`src/rtl/bsq_pkg.sv`:
```
package bsq_pkg;
   localparam int BYTE_W   = 8;
   localparam int CHAN_W   = 2;
   localparam int GAIN_W   = 3;
   localparam int SET_W    = 1 + GAIN_W;
   localparam int HI_RES_W = BYTE_W - 1 - CHAN_W;

   typedef enum logic [2:0] {
      ST_IDLE,
      ST_ECHO,
      ST_START,
      ST_WAIT,
      ST_HI,
      ST_LO
   } seq_state_t;

   // packed MSB-first: matches the command byte bit layout
   typedef struct packed {
      logic              marker;
      logic              demand;
      logic [CHAN_W-1:0] chan;
      logic              ref_sel;
      logic [GAIN_W-1:0] gain;
   } cmd_byte_t;

   typedef struct packed {
      logic              ref_sel;
      logic [GAIN_W-1:0] gain;
   } chan_set_t;
endpackage

```
`src/rtl/bsq_cmd_decode.sv`:
```
module bsq_cmd_decode
   import bsq_pkg::*;
#(
   parameter int NUM_CH = 3
) (
   input  logic              rx_valid,
   input  logic [BYTE_W-1:0] rx_byte,
   output logic              cmd_valid,
   output cmd_byte_t         cmd
);
   logic chan_ok;

   assign cmd = cmd_byte_t'(rx_byte);

   generate
      if (NUM_CH == (1 << CHAN_W)) begin : g_all_chan
         assign chan_ok = 1'b1;
      end else begin : g_some_chan
         assign chan_ok = (cmd.chan < CHAN_W'(NUM_CH));
      end
   endgenerate

   assign cmd_valid = rx_valid && cmd.marker && chan_ok;
endmodule

```
`src/rtl/bsq_roster.sv`:
```
module bsq_roster
   import bsq_pkg::*;
#(
   parameter int NUM_CH = 3,
   parameter int DEPTH  = 3
) (
   input  logic              clk,
   input  logic              rst_n,
   input  logic              enroll,
   input  logic [CHAN_W-1:0] enroll_chan,
   input  chan_set_t         enroll_set,
   input  logic              advance,
   output logic [CHAN_W-1:0] cur_chan,
   output chan_set_t         cur_set
);
   localparam int CNT_W    = $clog2(DEPTH + 1);
   localparam int PTR_W    = (DEPTH > 1) ? $clog2(DEPTH) : 1;
   localparam int SLOTS    = 1 << PTR_W;
   localparam int CH_SLOTS = 1 << CHAN_W;

   logic [SLOTS*CHAN_W-1:0]  slot_flat;
   logic [CH_SLOTS*SET_W-1:0] set_flat;
   logic [SLOTS-1:0]         hit;
   logic [CNT_W-1:0]         count_q;
   logic [PTR_W-1:0]         ptr_q;
   logic [CNT_W-1:0]         ptr_ext;
   logic                     in_list;
   logic                     room;
   logic                     append;
   logic                     store;

   generate
      if (DEPTH < 1 || DEPTH > NUM_CH) begin : g_bad_depth
         $error("bsq_roster: DEPTH must lie in 1..NUM_CH");
      end
   endgenerate

   assign in_list = |hit;
   assign room    = (count_q < CNT_W'(DEPTH));
   assign append  = enroll && !in_list && room;
   assign store   = enroll && (in_list || room);
   assign ptr_ext = CNT_W'(ptr_q);

   // rotation slots, filled in enrollment order
   generate
      for (genvar j = 0; j < SLOTS; j++) begin : g_slot
         if (j < DEPTH) begin : g_live
            logic [CHAN_W-1:0] slot_r;
            always_ff @(posedge clk) begin
               if (!rst_n) begin
                  slot_r <= '0;
               end else if (append && count_q == CNT_W'(j)) begin
                  slot_r <= enroll_chan;
               end
            end
            assign hit[j] = (CNT_W'(j) < count_q) && (slot_r == enroll_chan);
            assign slot_flat[j*CHAN_W +: CHAN_W] = slot_r;
         end else begin : g_pad
            assign hit[j] = 1'b0;
            assign slot_flat[j*CHAN_W +: CHAN_W] = '0;
         end
      end
   endgenerate

   // per-channel settings records
   generate
      for (genvar i = 0; i < CH_SLOTS; i++) begin : g_set
         if (i < NUM_CH) begin : g_live
            chan_set_t set_r;
            always_ff @(posedge clk) begin
               if (!rst_n) begin
                  set_r <= '0;
               end else if (store && enroll_chan == CHAN_W'(i)) begin
                  set_r <= enroll_set;
               end
            end
            assign set_flat[i*SET_W +: SET_W] = set_r;
         end else begin : g_pad
            assign set_flat[i*SET_W +: SET_W] = '0;
         end
      end
   endgenerate

   always_ff @(posedge clk) begin
      if (!rst_n) begin
         count_q <= '0;
         ptr_q   <= '0;
      end else begin
         if (append) begin
            count_q <= count_q + CNT_W'(1);
         end
         if (advance) begin
            if (ptr_ext + CNT_W'(1) >= count_q) begin
               ptr_q <= '0;
            end else begin
               ptr_q <= ptr_q + PTR_W'(1);
            end
         end
      end
   end

   assign cur_chan = slot_flat[ptr_q*CHAN_W +: CHAN_W];
   assign cur_set  = chan_set_t'(set_flat[cur_chan*SET_W +: SET_W]);


   count_bound_chk: assert property (@(posedge clk) disable iff (!rst_n)
      count_q <= CNT_W'(DEPTH));


   ptr_in_list_chk: assert property (@(posedge clk) disable iff (!rst_n)
      (count_q != '0) |-> (ptr_ext < count_q));
endmodule

```
`src/rtl/bsq_conv_port.sv`:
```
module bsq_conv_port
   import bsq_pkg::*;
#(
   parameter int RES_W = 10
) (
   input  logic              clk,
   input  logic              rst_n,
   input  logic              go,
   input  logic [CHAN_W-1:0] go_chan,
   input  chan_set_t         go_set,
   output logic              conv_start,
   output logic [CHAN_W-1:0] conv_chan,
   output logic              conv_ref,
   output logic [GAIN_W-1:0] conv_gain,
   input  logic              conv_done,
   input  logic [RES_W-1:0]  conv_result,
   output logic              res_valid,
   output logic [RES_W-1:0]  res_q
);
   logic busy_q;

   always_ff @(posedge clk) begin
      if (!rst_n) begin
         conv_start <= 1'b0;
         conv_chan  <= '0;
         conv_ref   <= 1'b0;
         conv_gain  <= '0;
         busy_q     <= 1'b0;
         res_valid  <= 1'b0;
         res_q      <= '0;
      end else begin
         conv_start <= go;
         res_valid  <= conv_done && busy_q;
         if (go) begin
            conv_chan <= go_chan;
            conv_ref  <= go_set.ref_sel;
            conv_gain <= go_set.gain;
            busy_q    <= 1'b1;
         end else if (conv_done) begin
            busy_q    <= 1'b0;
         end
         if (conv_done && busy_q) begin
            res_q <= conv_result;
         end
      end
   end


   start_pulse_chk: assert property (@(posedge clk) disable iff (!rst_n)
      conv_start |=> !conv_start);


   hold_stable_chk: assert property (@(posedge clk) disable iff (!rst_n)
      (busy_q && !conv_done) |=>
         ($stable(conv_chan) && $stable(conv_ref) && $stable(conv_gain)));


   done_expected_chk: assert property (@(posedge clk) disable iff (!rst_n)
      conv_done |-> busy_q);
endmodule

```
`src/rtl/burst_adc_seq.sv`:
```
module burst_adc_seq
   import bsq_pkg::*;
#(
   parameter int NUM_CH     = 3,
   parameter int LIST_DEPTH = 3,
   parameter int RES_W      = 10
) (
   input  logic             clk,
   input  logic             rst_n,
   input  logic             rx_valid,
   input  logic [7:0]       rx_byte,
   output logic             tx_valid,
   output logic [7:0]       tx_data,
   input  logic             tx_take,
   output logic             conv_start,
   output logic [1:0]       conv_chan,
   output logic             conv_ref,
   output logic [2:0]       conv_gain,
   input  logic             conv_done,
   input  logic [RES_W-1:0] conv_result
);
   localparam int LO_RES_W = RES_W - HI_RES_W;

   generate
      if (NUM_CH < 1 || NUM_CH > (1 << CHAN_W)) begin : g_bad_ch
         $error("burst_adc_seq: NUM_CH out of range");
      end
      if (LO_RES_W < 1 || LO_RES_W > BYTE_W) begin : g_bad_res
         $error("burst_adc_seq: RES_W does not fit two bytes");
      end
   endgenerate

   seq_state_t        state_q, state_d;
   logic [7:0]        echo_q;
   logic              burst_q;
   logic              demand_q;
   logic [CHAN_W-1:0] dem_chan_q;
   chan_set_t         dem_set_q;

   logic              cmd_valid;
   cmd_byte_t         cmd;
   logic              start_burst, start_demand, end_demand;
   logic              enroll, advance, go;
   logic [CHAN_W-1:0] cur_chan, go_chan;
   chan_set_t         cur_set, go_set, cmd_set;
   logic              res_valid;
   logic [RES_W-1:0]  res_q;
   logic [7:0]        hi_byte, lo_byte;

   bsq_cmd_decode #(.NUM_CH(NUM_CH)) u_dec (
      .rx_valid  (rx_valid),
      .rx_byte   (rx_byte),
      .cmd_valid (cmd_valid),
      .cmd       (cmd)
   );

   assign cmd_set = '{ref_sel: cmd.ref_sel, gain: cmd.gain};

   bsq_roster #(.NUM_CH(NUM_CH), .DEPTH(LIST_DEPTH)) u_roster (
      .clk         (clk),
      .rst_n       (rst_n),
      .enroll      (enroll),
      .enroll_chan (cmd.chan),
      .enroll_set  (cmd_set),
      .advance     (advance),
      .cur_chan    (cur_chan),
      .cur_set     (cur_set)
   );

   assign go_chan = demand_q ? dem_chan_q : cur_chan;
   assign go_set  = demand_q ? dem_set_q  : cur_set;

   bsq_conv_port #(.RES_W(RES_W)) u_conv (
      .clk         (clk),
      .rst_n       (rst_n),
      .go          (go),
      .go_chan     (go_chan),
      .go_set      (go_set),
      .conv_start  (conv_start),
      .conv_chan   (conv_chan),
      .conv_ref    (conv_ref),
      .conv_gain   (conv_gain),
      .conv_done   (conv_done),
      .conv_result (conv_result),
      .res_valid   (res_valid),
      .res_q       (res_q)
   );

   // result packing: channel tag travels with the upper bits
   assign hi_byte = {1'b0, conv_chan, res_q[RES_W-1 -: HI_RES_W]};
   generate
      if (LO_RES_W == BYTE_W) begin : g_lo_full
         assign lo_byte = res_q[LO_RES_W-1:0];
      end else begin : g_lo_pad
         assign lo_byte = {{(BYTE_W-LO_RES_W){1'b0}}, res_q[LO_RES_W-1:0]};
      end
   endgenerate

   always_comb begin
      state_d      = state_q;
      go           = 1'b0;
      enroll       = 1'b0;
      advance      = 1'b0;
      tx_valid     = 1'b0;
      tx_data      = '0;
      start_burst  = 1'b0;
      start_demand = 1'b0;
      end_demand   = 1'b0;

      if (state_q == ST_IDLE && cmd_valid) begin
         state_d = ST_ECHO;
         if (cmd.demand) begin
            start_demand = 1'b1;
         end else begin
            start_burst = 1'b1;
            enroll      = 1'b1;
         end
      end else if (burst_q && cmd_valid && !cmd.demand) begin
         enroll = 1'b1;
      end

      case (state_q)
         ST_ECHO: begin
            tx_valid = 1'b1;
            tx_data  = echo_q;
            if (tx_take) state_d = ST_START;
         end
         ST_START: begin
            go      = 1'b1;
            state_d = ST_WAIT;
         end
         ST_WAIT: begin
            if (res_valid) state_d = ST_HI;
         end
         ST_HI: begin
            tx_valid = 1'b1;
            tx_data  = hi_byte;
            if (tx_take) state_d = ST_LO;
         end
         ST_LO: begin
            tx_valid = 1'b1;
            tx_data  = lo_byte;
            if (tx_take) begin
               if (demand_q) begin
                  end_demand = 1'b1;
                  state_d    = ST_IDLE;
               end else begin
                  advance = 1'b1;
                  state_d = ST_START;
               end
            end
         end
         default: ;
      endcase
   end

   always_ff @(posedge clk) begin
      if (!rst_n) begin
         state_q    <= ST_IDLE;
         echo_q     <= '0;
         burst_q    <= 1'b0;
         demand_q   <= 1'b0;
         dem_chan_q <= '0;
         dem_set_q  <= '0;
      end else begin
         state_q <= state_d;
         if (start_burst || start_demand) begin
            echo_q <= rx_byte;
         end
         if (start_burst) begin
            burst_q <= 1'b1;
         end
         if (start_demand) begin
            demand_q   <= 1'b1;
            dem_chan_q <= cmd.chan;
            dem_set_q  <= cmd_set;
         end else if (end_demand) begin
            demand_q <= 1'b0;
         end
      end
   end


   tx_hold_chk: assert property (@(posedge clk) disable iff (!rst_n)
      (tx_valid && !tx_take) |=> (tx_valid && $stable(tx_data)));


   take_valid_chk: assert property (@(posedge clk) disable iff (!rst_n)
      tx_take |-> tx_valid);


   no_reecho_chk: assert property (@(posedge clk) disable iff (!rst_n)
      (state_q == ST_ECHO) |-> (!$past(burst_q) || $past(state_q == ST_ECHO)));


   mode_excl_chk: assert property (@(posedge clk) disable iff (!rst_n)
      $rose(burst_q) |-> !demand_q);
endmodule

```
`config.mk`:
```
export PLATFORM = sky130hd
export DESIGN_NAME = burst_adc_seq
export DESIGN_NICKNAME = d
export VERILOG_FILES = /design/src/rtl/bsq_pkg.sv /design/src/rtl/bsq_cmd_decode.sv /design/src/rtl/bsq_roster.sv /design/src/rtl/bsq_conv_port.sv /design/src/rtl/burst_adc_seq.sv
export SDC_FILE = /design/constraint.sdc
export NUM_CORES = 1
export LEC_CHECK = 0
export ABC_AREA = 1
export BUFFER_PORTS_ARGS = -buffer_cell sky130_fd_sc_hd__buf_4
export CORE_MARGIN = 3
export CORE_UTILIZATION = 30
export DETAILED_ROUTE_END_ITERATION = 8
export GPL_TIMING_DRIVEN = 1
export HOLD_SLACK_MARGIN = 0.1
export SYNTH_ARGS = -nofsm -noshare
export SYNTH_HDL_FRONTEND = slang
export SYNTH_SLANG_ARGS = --single-unit
```
`constraint.sdc`:
```
create_clock -name clk -period 2.1 [get_ports clk]
set_input_delay 0.105 -clock clk [delete_from_list [all_inputs] [get_ports clk]]
set_output_delay 0.105 -clock clk [all_outputs]
set_load 0.01 [all_outputs]
```
==> impl_metrics.yaml <==
synth:
  mappedNetlistArea_um2: 3030
  ys_types: 29
  ys_warn_count: 0
  syn_inst: 448
  syn_nets: 478
  yosysSeqAreaShare_pct: 39.64
  avgSynthCellArea_um2: 6.764
  ys_ff_latch: 60
power:
  combPwrFrac_pct: 26.8
  vdd_drop_max_v: 0.0004212
  seqPwrFrac_pct: 39.2
  p_leak_nw: 1.655
  p_sw_w: 0.001197
  swShare_pct: 33.66
  p_per_area_nw_per_um2: 928.7
  p_int_w: 0.002359
  clkPwrFrac_pct: 34.0
die:
  die_area_um2: 11340
  num_rows: 36
  die_x_um: 106.5
  start_util_pct: 30.86
  pin_count: 39
  die_height_um: 106.5
  core_area_um2: 9819
timing:
  fmax_mhz: 519.5
  layout_min_cycle_time_ns: 1.925
  hold_viol_final: 0
  fin_worst_skew_ns: 0.01356
  rsz0062_at_grt: "false"
  slew_headroom_pct: 57.40
  worstMarginPinSlew_ns: 0.6383
  fin_tns_setup_ns: 0
  finalMaxSlewViolations: 0
  fin_crit_sh_pct: 91.67
  setup_viol: 0
layout:
  layout-drive-gt1-share_pct: 13.58
  antenna_cells: 0
  nets: 533
  fillers: 1054
  seq_area_um2: 1201
  final_cell_mix: "nand2_1 (102), inv_1 (70), dfxtp_1 (60)"
  area_delta_synth_final_pct: 26.38
  fin_util_pct: 39.00
  multi_input_area_um2: 1470
  final_common_cell: "nand2_1"
setup_path:
  crit_path_end_kind: "primary output"
  critPathArrivalTime_ns: 1.82
  crit_fanout: 8
  slowest_stage: "dfxtp_1"
  cp.required_ns: 2.00
  worst_setup_path_start_kind: "register"
  slowest_delay_ns: 0.54
  critPathKind: "reg2out"
  r2r_setup_slack_ns: 0.35
  cp_cell_sequence: "nand3_1 -> nand2_1 -> inv_1 -> a31oi_1 -> buf_4"
global_routing:
  grt-ovfl-total: 0
  grt_pass1_wl_mm: 13.30
  antenna_found_initial: 0
  grt_max_degree: 41
  grt_use_total_pct: 14.61
  first_global_vias: 2866
routing:
  viasPerCell: 4.573
  wire_per_inst_um: 12.03
  dr.pass1.iters: 4
  postRouteAntennaNets: 0
  drt-initial-drc-count: 144
  drc: 0
  num_vias: 2931
  routed_wl_mm: 7.711
clock_tree:
  numCtsBuffers: 9
  cts_sinks: 60
  cts_resized: 0
  cts_root_buf: "clkbuf_8"
  htree_num_levels: 3
  worst_skew_pair.late_latency_ns: 0.34
  clk_path_buf_depth: 2
  cts_tree: "built"
  clkSlewWorstSetupHoldPaths_ns: 0.08
min_path:
  min_path_type: "in2reg"
placed_design:
  port_buffers: 38
  gp_congestion: 0.8087
  dp_hpwl_mm: 5.582
status:
  status: "finished clean"
flow_run:
  cap_violations: 0
-- registers in the layout, indices dropped and copies added, names as in the netlist --
signal,flops
u_roster.count_q,2
u_conv.conv_ref,1
u_conv.conv_start,1
u_roster.ptr_ext,2
u_roster.g_slot.g_live.slot_r,6
u_conv.conv_gain,3
u_conv.conv_chan,2
dem_chan_q,2
state_q,3
dem_set_q,4
echo_q,8
u_conv.busy_q,1
u_roster.g_set.g_live.set_r,12
demand_q,1
burst_q,1
u_conv.res_q,10
u_conv.res_valid,1
-- cell families (layout without fill, tap and decap cells) --
group	Yosys count	after routing	synth area share, %
AND/OR/NAND/NOR	211	211	30.22
buffers and inverters	89	149	11.85
AO/OA/AOI/OAI	79	79	14.82
flip-flops	60	60	39.64
adder cells (fa/ha/maj)	7	7	2.890
XOR/XNOR	2	2	0.5781
-- power by group through the flow --
stage / clock network (W) / registers, W / logic, W
finish: 0.00121 / 0.00139 / 0.000952
global route: 0.00128 / 0.00141 / 0.00108
CTS: 0.00124 / 0.00139 / 0.000954
detailed placement: 0 / 0.00142 / 0.000927
global placement: 0 / 0.00142 / 0.000907
floorplan: 0 / 0.00139 / 0.000685
-- Yosys cell counts --
library cell | instances | area, µm²
o22ai_1 | 1 | 6.260
o211ai_1 | 4 | 30.03
nor3_4 | 1 | 16.27
nand3_1 | 26 | 130.1
nor2_1 | 59 | 221.5
dfxtp_1 | 60 | 1201
xnor2_1 | 2 | 17.52
a211oi_1 | 8 | 60.06
or2_2 | 1 | 6.260
nand2_2 | 3 | 18.77
o21ai_0 | 30 | 150.1
nor2_4 | 2 | 22.52
ha_1 | 7 | 87.58
inv_2 | 3 | 11.26
buf_4 | 2 | 15.01
nor3_1 | 2 | 10.01
buf_2 | 2 | 10.01
nand4_1 | 14 | 87.58
a32o_1 | 1 | 10.01
nand2_1 | 102 | 382.9
buf_1 | 1 | 3.750
buf_6 | 2 | 22.52
inv_1 | 70 | 262.8
a41oi_1 | 2 | 17.52
a21oi_1 | 25 | 125.1
nor2_8 | 1 | 20.02
a31oi_1 | 8 | 50.05
clkinv_1 | 2 | 7.510
clkbuf_1 | 7 | 26.28
-- layout make-up --
cell class | instances | area share [%]
multi-input cells | 299 | 38.39
inverters | 75 | 7.351
clock buffers | 11 | 3.953
repair buffers | 58 | 12.41
well taps | 133 | 4.345
flip-flops and latches | 60 | 31.36
clock inverters | 5 | 2.189
-- worst max-delay path: cells and delay by family, from the launching register on --
kind                   cells  cell delay (ns)
buffers and inverters      2             0.29
DFF                        1             0.54
AOI/OAI and AO/OA          1             0.21
and+or+nand+nor            2             0.43
-- metrics by stage --
step                total power, W  setup WS [ns]  hold WS (ns)  cell area (µm²)  instances
floorplan                 0.002076         0.5742        0.2683             3030        448
global placement          0.002324         0.2926        0.3602             3412        606
detailed placement        0.002345         0.2058        0.3687             3412        606
CTS                       0.003588         0.1829        0.1264             3807        638
global route              0.003778        0.01463        0.1643             3830        641
finish                    0.003557         0.1749        0.1437             3830        641
-- routing by layer --
metal / global-route usage (%) / vias up / routed length (µm)
li1: - / 1552 / -
met1: 18.29 / 1314 / 3616
met2: 24.39 / 54 / 3651
met3: 2.914 / 11 / 292
met4: 6.301 / 0 / 151
met5: 0 / - / 0
-- final timing paths --
check | startpoint | endpoint | cells after the start
min | tx_take | state_q[2] | 4
min reg2reg | echo_q[5] | echo_q[5] | 2
max | state_q[0] | tx_data[3] | 5
max reg2reg | u_roster.count_q[0] | u_roster.g_set[0].g_live.set_r[3] | 9
-- timing repair --
item,CTS,global route
buffers inserted,0,3
endpoints found under the hold margin,16,0
setup endpoints to repair,0,12
hold buffers,16,0
No activity file was read; power rests on OpenSTA's default activity.
